==> src/rtl/hbp_pkg.sv <==
package hbp_pkg;
  localparam int unsigned HBP_TE_BIT = 7;
  localparam int unsigned HBP_RF_BIT = 6;

  typedef enum logic {
    SEL_DATA = 1'b0,
    SEL_CTRL = 1'b1
  } hbp_sel_e;
endpackage

==> src/rtl/hbp_sync.sv <==
module hbp_sync #(
  parameter int unsigned STAGES = 2,
  parameter int unsigned NSIG   = 3
) (
  input  logic            clk,
  input  logic            rst,
  input  logic [NSIG-1:0] async_i,
  output logic [NSIG-1:0] lvl_o,
  output logic [NSIG-1:0] rise_o
);
  localparam int unsigned LAST = STAGES - 1;

  for (genvar i = 0; i < NSIG; i++) begin : g_sig
    logic [STAGES-1:0] chain;
    logic              prev;

    always_ff @(posedge clk) begin
      if (rst) begin
        chain <= '1;
        prev  <= 1'b1;
      end else begin
        chain <= {chain[STAGES-2:0], async_i[i]};
        prev  <= chain[LAST];
      end
    end

    assign lvl_o[i]  = chain[LAST];
    assign rise_o[i] = chain[LAST] & ~prev;

    // a detected edge never lasts two cycles
    a_r3_single_edge: assert property (@(posedge clk) disable iff (rst)
      rise_o[i] |=> !rise_o[i]);
  end
endmodule

==> src/rtl/hbp_front.sv <==
module hbp_front #(
  parameter int unsigned DW = 8
) (
  input  logic          clk,
  input  logic          rst,
  input  logic          cs_lvl,
  input  logic          rd_lvl,
  input  logic          wr_lvl,
  input  logic          rd_rise,
  input  logic          wr_rise,
  input  logic          sel_raw,
  input  logic [DW-1:0] din_raw,
  output logic          wr_go,
  output logic          wr_sel,
  output logic [DW-1:0] wr_byte,
  output logic          rd_go,
  output logic          rd_sel
);
  logic wr_arm, rd_arm;

  always_ff @(posedge clk) begin
    if (rst) begin
      wr_arm  <= 1'b0;
      wr_sel  <= 1'b0;
      wr_byte <= '0;
    end else if (!wr_lvl && !cs_lvl) begin
      wr_arm  <= 1'b1;
      wr_sel  <= sel_raw;
      wr_byte <= din_raw;
    end else if (wr_rise) begin
      wr_arm <= 1'b0;
    end
  end

  always_ff @(posedge clk) begin
    if (rst) begin
      rd_arm <= 1'b0;
      rd_sel <= 1'b0;
    end else if (!rd_lvl && !cs_lvl) begin
      rd_arm <= 1'b1;
      rd_sel <= sel_raw;
    end else if (rd_rise) begin
      rd_arm <= 1'b0;
    end
  end

  assign wr_go = wr_rise & wr_arm;
  assign rd_go = rd_rise & rd_arm;

  // no commit unless the strobe was seen with chip select low
  a_r10_armed_only: assert property (@(posedge clk) disable iff (rst)
    wr_rise && !wr_arm |-> !wr_go);
endmodule

==> src/rtl/hbp_regs.sv <==
module hbp_regs
  import hbp_pkg::*;
#(
  parameter int unsigned DW = 8
) (
  input  logic          clk,
  input  logic          rst,
  input  logic          wr_go,
  input  logic          wr_sel,
  input  logic [DW-1:0] wr_byte,
  input  logic          rd_go,
  input  logic          rd_sel,
  input  logic          rx_take,
  input  logic          tx_load,
  input  logic [DW-1:0] tx_data,
  output logic [DW-1:0] rx_data,
  output logic          rx_valid,
  output logic          ovr_flag,
  output logic [DW-1:0] ctl_data,
  output logic          ctl_stb,
  output logic          tx_pend,
  output logic [DW-1:0] tx_byte,
  output logic [DW-1:0] status
);
  localparam int unsigned PAD = DW - 2;

  logic wr_data_go, wr_ctrl_go, rd_data_go;
  assign wr_data_go = wr_go && (hbp_sel_e'(wr_sel) == SEL_DATA);
  assign wr_ctrl_go = wr_go && (hbp_sel_e'(wr_sel) == SEL_CTRL);
  assign rd_data_go = rd_go && (hbp_sel_e'(rd_sel) == SEL_DATA);

  always_ff @(posedge clk) begin
    if (rst) begin
      rx_data  <= '0;
      rx_valid <= 1'b0;
      ovr_flag <= 1'b0;
    end else begin
      if (wr_data_go && (!rx_valid || rx_take)) begin
        rx_data  <= wr_byte;
        rx_valid <= 1'b1;
      end else if (rx_take) begin
        rx_valid <= 1'b0;
      end
      if (wr_data_go && rx_valid && !rx_take) ovr_flag <= 1'b1;
    end
  end

  always_ff @(posedge clk) begin
    if (rst) begin
      ctl_data <= '0;
      ctl_stb  <= 1'b0;
    end else begin
      ctl_stb <= wr_ctrl_go;
      if (wr_ctrl_go) ctl_data <= wr_byte;
    end
  end

  always_ff @(posedge clk) begin
    if (rst) begin
      tx_pend <= 1'b0;
      tx_byte <= '0;
    end else if (tx_load) begin
      tx_pend <= 1'b1;
      tx_byte <= tx_data;
    end else if (rd_data_go) begin
      tx_pend <= 1'b0;
    end
  end

  assign status = {~tx_pend, rx_valid, {PAD{1'b1}}};

  a_r6_load_raises_irq: assert property (@(posedge clk) disable iff (rst)
    tx_load |=> tx_pend);
  a_r7_read_clears_irq: assert property (@(posedge clk) disable iff (rst)
    rd_data_go && !tx_load |=> !tx_pend);
  a_r4_ctl_pulse_once: assert property (@(posedge clk) disable iff (rst)
    ctl_stb |=> !ctl_stb);
  a_r8_take_clears: assert property (@(posedge clk) disable iff (rst)
    rx_take && !wr_data_go |=> !rx_valid);
  a_r9_ovr_sticky: assert property (@(posedge clk) disable iff (rst)
    ovr_flag |=> ovr_flag);
  a_r9_drop_keeps: assert property (@(posedge clk) disable iff (rst)
    wr_data_go && rx_valid && !rx_take |=> $stable(rx_data));
endmodule

==> src/rtl/hbp_top.sv <==
module hbp_top #(
  parameter int unsigned DW     = 8,
  parameter int unsigned STAGES = 2
) (
  input  logic          clk,
  input  logic          rst,
  input  logic          host_cs_n,
  input  logic          host_rd_n,
  input  logic          host_wr_n,
  input  logic          host_sel,
  input  logic [DW-1:0] host_d_i,
  output logic [DW-1:0] host_d_o,
  output logic          host_d_oe,
  output logic          host_irq,
  output logic [DW-1:0] rx_data,
  output logic          rx_valid,
  input  logic          rx_take,
  input  logic [DW-1:0] tx_data,
  input  logic          tx_load,
  output logic [DW-1:0] ctl_data,
  output logic          ctl_stb,
  output logic          ovr_flag
);
  localparam int unsigned NSIG = 3;

  logic [NSIG-1:0] lvl, rise;
  logic            wr_go, wr_sel, rd_go, rd_sel, tx_pend;
  logic [DW-1:0]   wr_byte, tx_byte, status;

  hbp_sync #(.STAGES(STAGES), .NSIG(NSIG)) u_sync (
    .clk(clk), .rst(rst),
    .async_i({host_wr_n, host_rd_n, host_cs_n}),
    .lvl_o(lvl), .rise_o(rise)
  );

  hbp_front #(.DW(DW)) u_front (
    .clk(clk), .rst(rst),
    .cs_lvl(lvl[0]), .rd_lvl(lvl[1]), .wr_lvl(lvl[2]),
    .rd_rise(rise[1]), .wr_rise(rise[2]),
    .sel_raw(host_sel), .din_raw(host_d_i),
    .wr_go(wr_go), .wr_sel(wr_sel), .wr_byte(wr_byte),
    .rd_go(rd_go), .rd_sel(rd_sel)
  );

  hbp_regs #(.DW(DW)) u_regs (
    .clk(clk), .rst(rst),
    .wr_go(wr_go), .wr_sel(wr_sel), .wr_byte(wr_byte),
    .rd_go(rd_go), .rd_sel(rd_sel),
    .rx_take(rx_take), .tx_load(tx_load), .tx_data(tx_data),
    .rx_data(rx_data), .rx_valid(rx_valid), .ovr_flag(ovr_flag),
    .ctl_data(ctl_data), .ctl_stb(ctl_stb),
    .tx_pend(tx_pend), .tx_byte(tx_byte), .status(status)
  );

  assign host_d_oe = ~host_cs_n & ~host_rd_n;
  assign host_d_o  = host_sel ? status : tx_byte;
  assign host_irq  = tx_pend;

  // bus released whenever chip select is high
  a_r2_bus_release: assert property (@(posedge clk) disable iff (rst)
    host_cs_n |-> !host_d_oe);
endmodule

==> config.mk <==
export PLATFORM = sky130hd
export DESIGN_NAME = hbp_top
export DESIGN_NICKNAME = d
export VERILOG_FILES = /design/src/rtl/hbp_pkg.sv /design/src/rtl/hbp_sync.sv /design/src/rtl/hbp_front.sv /design/src/rtl/hbp_regs.sv /design/src/rtl/hbp_top.sv
export SDC_FILE = /design/constraint.sdc
export NUM_CORES = 1
export LEC_CHECK = 0
export BUFFER_PORTS_ARGS = -buffer_cell sky130_fd_sc_hd__clkbuf_2
export CORE_ASPECT_RATIO = 0.6
export CORE_MARGIN = 3
export CORE_UTILIZATION = 40
export CTS_CLUSTER_DIAMETER = 80
export DETAILED_ROUTE_END_ITERATION = 10
export HOLD_SLACK_MARGIN = 0.05
export PLACE_DENSITY = 0.63
export SYNTH_ARGS = -nofsm -noshare
export SYNTH_HDL_FRONTEND = slang
export SYNTH_SLANG_ARGS = --single-unit
==> constraint.sdc <==
create_clock -name clk -period 2.1 [get_ports clk]
set_clock_uncertainty 0.2 [all_clocks]
set_input_delay 0.315 -clock clk [delete_from_list [all_inputs] [get_ports clk]]
set_output_delay 0.315 -clock clk [all_outputs]
set_load 0.1 [all_outputs]
==> metrics, run 1 <==
total grt overflow=0; worst min-delay path category=in2reg; First-pass DRT Iterations=4; clk buf depth=2; Least-Margin Pin Slew=557 ps; M2 GR Usage=0.217; Cell Int Power=1230 µW; Final Slew Violations=0; via/cell ratio=4.61; Post-Syn Instances=195; Synth cell types=24; startpoint types=primary input; largest net degree at the start of global routing=24; latest clock arrival within the worst-skew pair=290 ps; clock root buffer=clkbuf_8; M1 GR Usage=0.207; Synthesized Nets=219; core area=3910 µm²; Static Leakage=0.000935 µW; YS warnings=0; antenna violations before repair=0; clock sink count=48; sw frac=0.259; commonest non-fill, non-tap cell in the layout=clkbuf_2; final hold violations=0; final net count=279; first-pass GRT wire length=6200 µm; die area=5210 µm²; met3 usage=0.0553; Compound-Gate Fraction of Synth Area=0.118; Top cell by count, worst path=clkbuf_2; sequential-to-total area share from yosys stat=0.551; critical path class=in2out; CP max stage cell=dlygate4sd3_1; max cap viols=0; post-synthesis register bit count=48; XOR/XNOR share of the synthesized area=0; Cell Chain, Critical Path=dlygate4sd3_1, clkbuf_2, nor2_1, clkbuf_2; CP peak stage delay=530 ps; post-CTS setup repair buffer count=0; Final period util=0.956; status=finished clean; Sequential Power Share=0.567; combinational family with the most area after synthesis=simple AND/OR/NAND/NOR gates; Max-slew headroom=0.630; Area Overhead vs Synth=28.8%; initial DRC count=44; Power per Cell Area=737 nW/µm²; PortBufs=52; overall power=1660 µW; Cell Rows=17; Routability Congestion=0.773; syn_area_per_cell=8.94 µm²; CTS clock-pin slew for the worst setup and hold paths=80 ps; Detail Placement HPWL=2660 µm; maximum clock rate=498 MHz; initial core utilization=0.446; CP Max Fanout=2; Most Crowded Layer GR=met2; setup violators final=0; gr usage total=0.151; vias=1438; simple logic cell fraction of the synthesized area=0.228; Die X=91.3 µm; filler cell count in the final layout=397; layout cells sized above 1=0.306; Die Y=57.2 µm; setup TNS=0 ps; Switching Power=429 µW; wire per inst=11.8 µm; clock buffer count from CTS=5; Mapped Area=1740 µm²; Required @ worst endpoint=1580 ps; Post-Synth Adder-Cell Area=0; VDD IR-drop max=0.000344 V; CTS tree=yes; Post-DP Area=2050 µm²; CP Capture Type=output port; crit path DAT=1490 ps; most frequent cells in the layout=clkbuf_2, dfxtp_1, nand2_1; worst reg2reg path depth=3; level count of the clock H-tree=2; ant diodes=0; Tmin final=2010 ps; combinational cell fraction of total power=0.131; Post-DRT Antenna Nets=0; I/O pin cnt=53; CTS hold repair buffers=12; post-cts resize count=0; fin util=0.574; Clock Power Share=0.302; multiplexer share of the synthesized area=0.0581; final wirelength=3680 µm; Hold Crit Depth=3; RSZ-0062 raised after global routing=no; vias in the first global route=1332; Final Instance Area=2250 µm²; Residual DRC=0
Yosys cell counts, drive strengths merged:
| library cell | count | share of area |
|---|---|---|
| and4bb | 1 | 0.0072 |
| o21ai | 10 | 0.029 |
| mux2 | 1 | 0.0065 |
| and2b | 1 | 0.0043 |
| nand2b | 2 | 0.0072 |
| and4b | 1 | 0.0057 |
| a21oi | 31 | 0.089 |
| nand2 | 35 | 0.075 |
| nand4bb | 2 | 0.013 |
| nor2 | 15 | 0.034 |
| mux2i | 9 | 0.052 |
| clkbuf | 6 | 0.014 |
| inv | 2 | 0.0043 |
| buf | 7 | 0.027 |
| dfxtp | 48 | 0.55 |
| or2 | 15 | 0.054 |
| nand3 | 8 | 0.023 |
| nand4b | 1 | 0.0050 |
stage by stage:
stage	hold WS [ps]	setup slack, ps	instances
2_1_floorplan	189	16.9	195
3_3_place_gp	194	326	293
3_5_place_dp	193	325	293
4_1_cts	54.3	90.0	312
5_1_grt	72.7	45.4	312
6_report	61.0	91.7	312
power groups by stage:
stage	clock network, µW	registers (µW)	logic (µW)
2_1_floorplan	0	967	146
3_3_place_gp	0	961	200
3_5_place_dp	0	960	201
4_1_cts	529	939	219
5_1_grt	567	942	230
6_report	500	939	217
registers in the layout (all words and copies together), names as in the netlist, 2 cells and up:
| signal | count |
|---|---|
| u_front.wr_byte | 8 |
| u_sync.g_sig.chain | 6 |
| u_regs.tx_byte | 8 |
| u_sync.g_sig.prev | 2 |
| u_regs.ctl_data | 8 |
| u_regs.rx_data | 8 |
critical path, delay by kind of cell:
family / cells / cell delay [ps]
buffers and inverters: 3 / 1100
AND/OR/NAND/NOR: 1 / 90
final cells by class:
cell class	count	area, µm²	area share
sequential	48	962	0.428
clock inverter	1	5.00	0.00223
clock buffer	6	72.6	0.0323
inverter	2	7.51	0.00334
multi-input combinational	132	717	0.319
tap	57	71.3	0.0318
timing repair buffer	66	410	0.183
metal layers:
layer  routed length, µm  vias to the layer above  share of wire
met5                   0                        -              0
met2                1440                       28           0.39
met4                  29                        0         0.0079
li1                    -                      760              -
met1                2000                      648           0.54
met3                 213                        2          0.058
path summary, 6_finish.rpt:
| path | slack (ps) | to | start |
|---|---|---|---|
| max | 90 | host_d_oe | host_cs_n |
| min reg2reg | 210 | u_sync.g_sig[2].chain[1]$_SDFF_PP1_ | u_sync.g_sig[2].chain[0]$_SDFF_PP1_ |
| max reg2reg | 620 | u_regs.rx_data[6]$_SDFFE_PP0P_ | u_sync.g_sig[2].chain[1]$_SDFF_PP1_ |
| min | 60 | u_regs.tx_byte[4]$_SDFFE_PP0P_ | tx_data[4] |
kinds of logic (layout without fill, tap and decap cells):
group                  count (synthesis)  in the layout
muxes                                 10             10
AOI/OAI and AO/OA                     41             41
DFF                                   48             48
and+or+nand+nor                       81             81
buffers and inverters                 15             75
No activity file was read; power rests on OpenSTA's default activity.
==> run 2: changes to the inputs <==
--- a/config.mk
+++ b/config.mk
@@ -8,2 +8,3 @@
 export BUFFER_PORTS_ARGS = -buffer_cell sky130_fd_sc_hd__clkbuf_2
+export CAP_MARGIN = 30
 export CORE_ASPECT_RATIO = 0.6
==> constraint.sdc (replaced) <==
create_clock -name clk -period 2.1 [get_ports clk]
set_clock_uncertainty 0.2 [all_clocks]
set_input_delay 0.105 -clock clk [delete_from_list [all_inputs] [get_ports clk]]
set_output_delay 0.105 -clock clk [all_outputs]
set_load 0.1 [all_outputs]
==> run 2 against run 1 <==
  * Combinational power up 3%
  * Hold slack better by 120 ps
  * Largest power group unchanged
  * Global-route usage is 0.64 points higher
  * Sequential cell count is the same
  * First-iteration DRC count increased by 27%
  * Setup slack improved by 86 ps
  * Critical path type unchanged
  * Total power rose by 13%
==> metrics, run 2 (synthesis results as in run 1) <==
status=finished clean; CP Buf/Inv Count=3; total grt overflow=0; worst min-delay path category=in2reg; level count of the clock H-tree=2; worst reg2reg path depth=3; startpoint types=primary input; CTS tree=yes; Max-slew headroom=0.547; Tmin final=1920 ps; Final period util=0.916; Die X=91.3 µm; FF-to-FF setup slack=560 ps; clock buffer count from CTS=5; First-pass DRT Iterations=4; largest net degree at the start of global routing=38; CP Max Fanout=10; Detail Placement HPWL=2620 µm; via/cell ratio=4.69; Least-Margin Pin Slew=680 ps; CP peak stage delay=520 ps; post-cts resize count=0; VDD IR-drop max=0.000528 V; start point of the worst hold path=rx_take; first-pass GRT wire length=6530 µm; Hold Crit Depth=3; antenna violations before repair=0; layout cells sized above 1=0.295; ant diodes=0; maximum clock rate=520 MHz; gr usage total=0.157; R2R Path End=u_regs.rx_data[5]$_SDFFE_PP0P_; vias=1507; initial core utilization=0.446; fin util=0.603; CP max stage cell=dlygate4sd3_1; Static Leakage=0.000986 µW; Top cell by count, worst path=clkbuf_2; setup TNS=0 ps; CP top delay family=buffers and inverters; Non-Filler Instances=321; crit path DAT=1620 ps; Area Overhead vs Synth=35.4%; most frequent cells in the layout=clkbuf_2, dfxtp_1, nand2_1; Final Slew Violations=0; die area=5210 µm²; latest clock arrival within the worst-skew pair=300 ps; CP Capture Type=output port; Residual DRC=0; Cell Chain, Critical Path=dlygate4sd3_1, clkbuf_2, mux2_2, clkbuf_2; final net count=287; final wirelength=3990 µm; core area=3910 µm²; CTS clock-pin slew for the worst setup and hold paths=80 ps; commonest non-fill, non-tap cell in the layout=clkbuf_2; Die Y=57.2 µm; Post-DRT Antenna Nets=0; PortBufs=52; initial DRC count=56; critical path class=in2out; Routability Congestion=0.741; Cell Rows=17; I/O pin cnt=53; Required @ worst endpoint=1790 ps; vias in the first global route=1388; RSZ-0062 raised after global routing=no; final hold slack=183 ps; clock sink count=48; setup violators final=0; final hold violations=0; reg2reg start=u_sync.g_sig[2].chain[1]$_SDFF_PP1_; wire per inst=12.4 µm; Power per Cell Area=794 nW/µm²; max cap viols=0; hold endpoint=u_regs.rx_valid$_SDFFE_PP0P_; clock root buffer=clkbuf_8; clk buf depth=2; overall power=1870 µW; Placed Cells incl. Taps=292
[run 2: metal layers]
metal  up-vias  part of all wire  track usage
met4         0            0.0025       0.0343
met1       679              0.51        0.218
met5         -                 0            0
met2        45              0.43        0.247
met3         2             0.060       0.0435
li1        781                 -            -
[run 2: where the power goes]
group / switching, µW / internal [µW] / total [µW]
logic: 148 / 76.0 / 224
registers: 11.4 / 928 / 939
clock network: 292 / 420 / 712
[run 2: worst max path at each step]
stage | from | end | depth (start not counted)
final | host_sel | host_d_o[6] | 4
after floorplan | u_regs.rx_valid$_SDFFE_PP0P_ | host_d_o[6] | 1
after global placement | u_sync.g_sig[2].chain[1]$_SDFF_PP1_ | u_regs.rx_data[1]$_SDFFE_PP0P_ | 3
after global routing | host_sel | host_d_o[6] | 4
after detailed placement | u_sync.g_sig[2].chain[1]$_SDFF_PP1_ | u_regs.rx_data[5]$_SDFFE_PP0P_ | 3
after CTS | host_sel | host_d_o[6] | 4
[run 2: timing repair]
action,CTS,global route
hold endpoints to repair,22,0
hold buffers,21,0
setup buffers,0,0
[run 2: layout make-up]
| type | count | area, µm² |
|---|---|---|
| clock buffer | 7 | 96.3 |
| clock inverter | 1 | 30.0 |
| fill | 360 | 1550 |
| inverter | 2 | 7.51 |
| multi-input combinational | 132 | 717 |
| sequential | 48 | 961 |
| tap | 57 | 71.3 |
| timing repair buffer | 74 | 478 |
[run 2: tightest hold or removal path, cell delays in order]
cell	delay, ps
clkbuf_2	80
nand2b_1	310
a21oi_1	120
[run 2: stage by stage]
stage | area [µm²] | setup slack [ps]
after floorplan | 1760 | 178
after global placement | 2020 | 662
after detailed placement | 2020 | 592
after CTS | 2360 | 195
after global routing | 2360 | 111
final | 2360 | 177
==> run 3: changes to the inputs <==
PLACE_DENSITY = 0.61   (was 0.63)
SYNTH_HIERARCHICAL = 1   (was default)
==> run 3 against run 2 <==
  * Global-route usage shrank 1.5 points
  * Register-to-register slack got worse by 200 ps
  * Combinational power increased by 11%
  * Critical endpoint is now u_regs/rx_data[0]$_SDFFE_PP0P_
  * Largest cell class unchanged
  * Highest routed layer unchanged
==> metrics, run 3 <==
most frequent cells in the layout=clkbuf_2, dfxtp_1, a21oi_1; CP Launch Point=u_sync/g_sig[2].chain[1]$_SDFF_PP1_; filler cell count in the final layout=441; Most Crowded Layer GR=met1; CTS tree=yes; worst slack at placement=371 ps; wire per inst=12.0 µm; core area=4680 µm²; antenna violations before repair=0; YS warnings=6; Least-Margin Pin Slew=703 ps; max cap viols=0; clk buf depth=2; Max-slew headroom=0.532; setup violators final=0; via/cell ratio=4.61; final hold violations=0; first-pass GRT wire length=6560 µm; vias in the first global route=1378; clock root buffer=clkbuf_8; vias=1536; start point of the worst hold path=host_sel; M2 GR Usage=0.196; met3 usage=0.0505; worst reg2reg path depth=5; Detail Placement HPWL=2720 µm; clock buffer count from CTS=5; Residual DRC=0; syn_area_per_cell=9.74 µm²; Final period util=0.830; R2R Path End=u_regs/rx_data[0]$_SDFFE_PP0P_; status=finished clean; crit path DAT=1770 ps; Static Leakage=0.00103 µW; Tmin final=1740 ps; CP max stage cell=or3b_1; clock sink count=48; level count of the clock H-tree=2; critical path class=reg2reg; Area Overhead vs Synth=25.4%; startpoint types=flip-flop; Cell Rows=19; CP Max Fanout=18; initial core utilization=0.426; crit path to=u_regs/rx_data[0]$_SDFFE_PP0P_; PortBufs=52; FF-to-FF setup slack=360 ps; ant diodes=0; post-cts resize count=0; Die Y=60.7 µm; Post-DRT Antenna Nets=0; latest clock arrival within the worst-skew pair=290 ps; total grt overflow=0; CP Capture Type=flip-flop; largest net degree at the start of global routing=39; layout cells sized above 1=0.263; CTS clock-pin slew for the worst setup and hold paths=80 ps; Post-Syn Instances=205; Mapped Area=2000 µm²; post-CTS setup repair buffer count=0; CP peak stage delay=380 ps; die area=5900 µm²; final net count=294; RSZ-0062 raised after global routing=no; Die X=97.2 µm; Cell Chain, Critical Path=nor2b_1, and2_1, nand2b_4, or3b_1, a21oi_1; reg2reg start=u_sync/g_sig[2].chain[1]$_SDFF_PP1_; worst min-delay path category=in2reg; Power per Cell Area=677 nW/µm²; M1 GR Usage=0.202; setup TNS=0 ps; First-pass DRT Iterations=4; Routability Congestion=0.734; gr usage total=0.142; Final Slew Violations=0; fin util=0.535; initial DRC count=38; commonest non-fill, non-tap cell in the layout=clkbuf_2; fin worst setup slack=358 ps; maximum clock rate=574 MHz; Required @ worst endpoint=2120 ps; VDD IR-drop max=0.000273 V; overall power=1700 µW; final wirelength=3980 µm; I/O pin cnt=53
[run 3: worst min-delay path by stage]
stage                                                endpoint  slack (ps)  depth (start not counted)
final                             u_front/wr_sel$_SDFFE_PP0P_         170                          3
after CTS                         u_front/rd_sel$_SDFFE_PP0P_         170                          3
after detailed placement  u_sync/g_sig[2].chain[0]$_SDFF_PP1_          90                          2
after global placement    u_sync/g_sig[2].chain[0]$_SDFF_PP1_          90                          2
after floorplan               u_front/wr_byte[5]$_SDFFE_PP0P_         -30                          1
after global routing              u_front/wr_sel$_SDFFE_PP0P_         200                          3
[run 3: through the flow]
step | area [µm²] | hold WS (ps) | cells
4_1_cts | 2500 | 173 | 333
3_5_place_dp | 2220 | 87.4 | 305
6_report | 2500 | 170 | 333
3_3_place_gp | 2220 | 89.7 | 305
5_1_grt | 2500 | 200 | 333
2_1_floorplan | 2020 | -25.9 | 210
[run 3: routing by layer]
metal | part of all wire | wire, µm
met4 | 0.011 | 42
met2 | 0.40 | 1600
met1 | 0.53 | 2110
met3 | 0.057 | 225
met5 | 0 | 0
[run 3: timing repair]
action	CTS	global route
hold buffers	21	0
hold endpoints to repair	28	0
endpoints found under the setup margin	0	0
[run 3: area by class of cell]
cell class / instances / area, µm² / area share
sequential: 48 / 961 / 0.384
clock inverter: 1 / 5.00 / 0.00200
timing repair buffer: 76 / 493 / 0.197
inverter: 1 / 3.75 / 0.00150
multi-input combinational: 138 / 890 / 0.355
tap: 63 / 78.8 / 0.0315
clock buffer: 6 / 72.6 / 0.0290
[run 3: power by group]
part / internal [µW] / switching (µW) / total [µW] / leakage, µW
clock: 227 / 280 / 507 / 0.0000410
sequential: 928 / 12.8 / 941 / 0.000390
combinational: 86.8 / 161 / 248 / 0.000596
total: 1240 / 454 / 1700 / 0.00103
[run 3: critical path: cells and delay by family, from the launching register on]
family	cells	cell delay, ps
flip-flops	1	330
AO/OA/AOI/OAI	1	130
AND/OR/NAND/NOR	4	1010
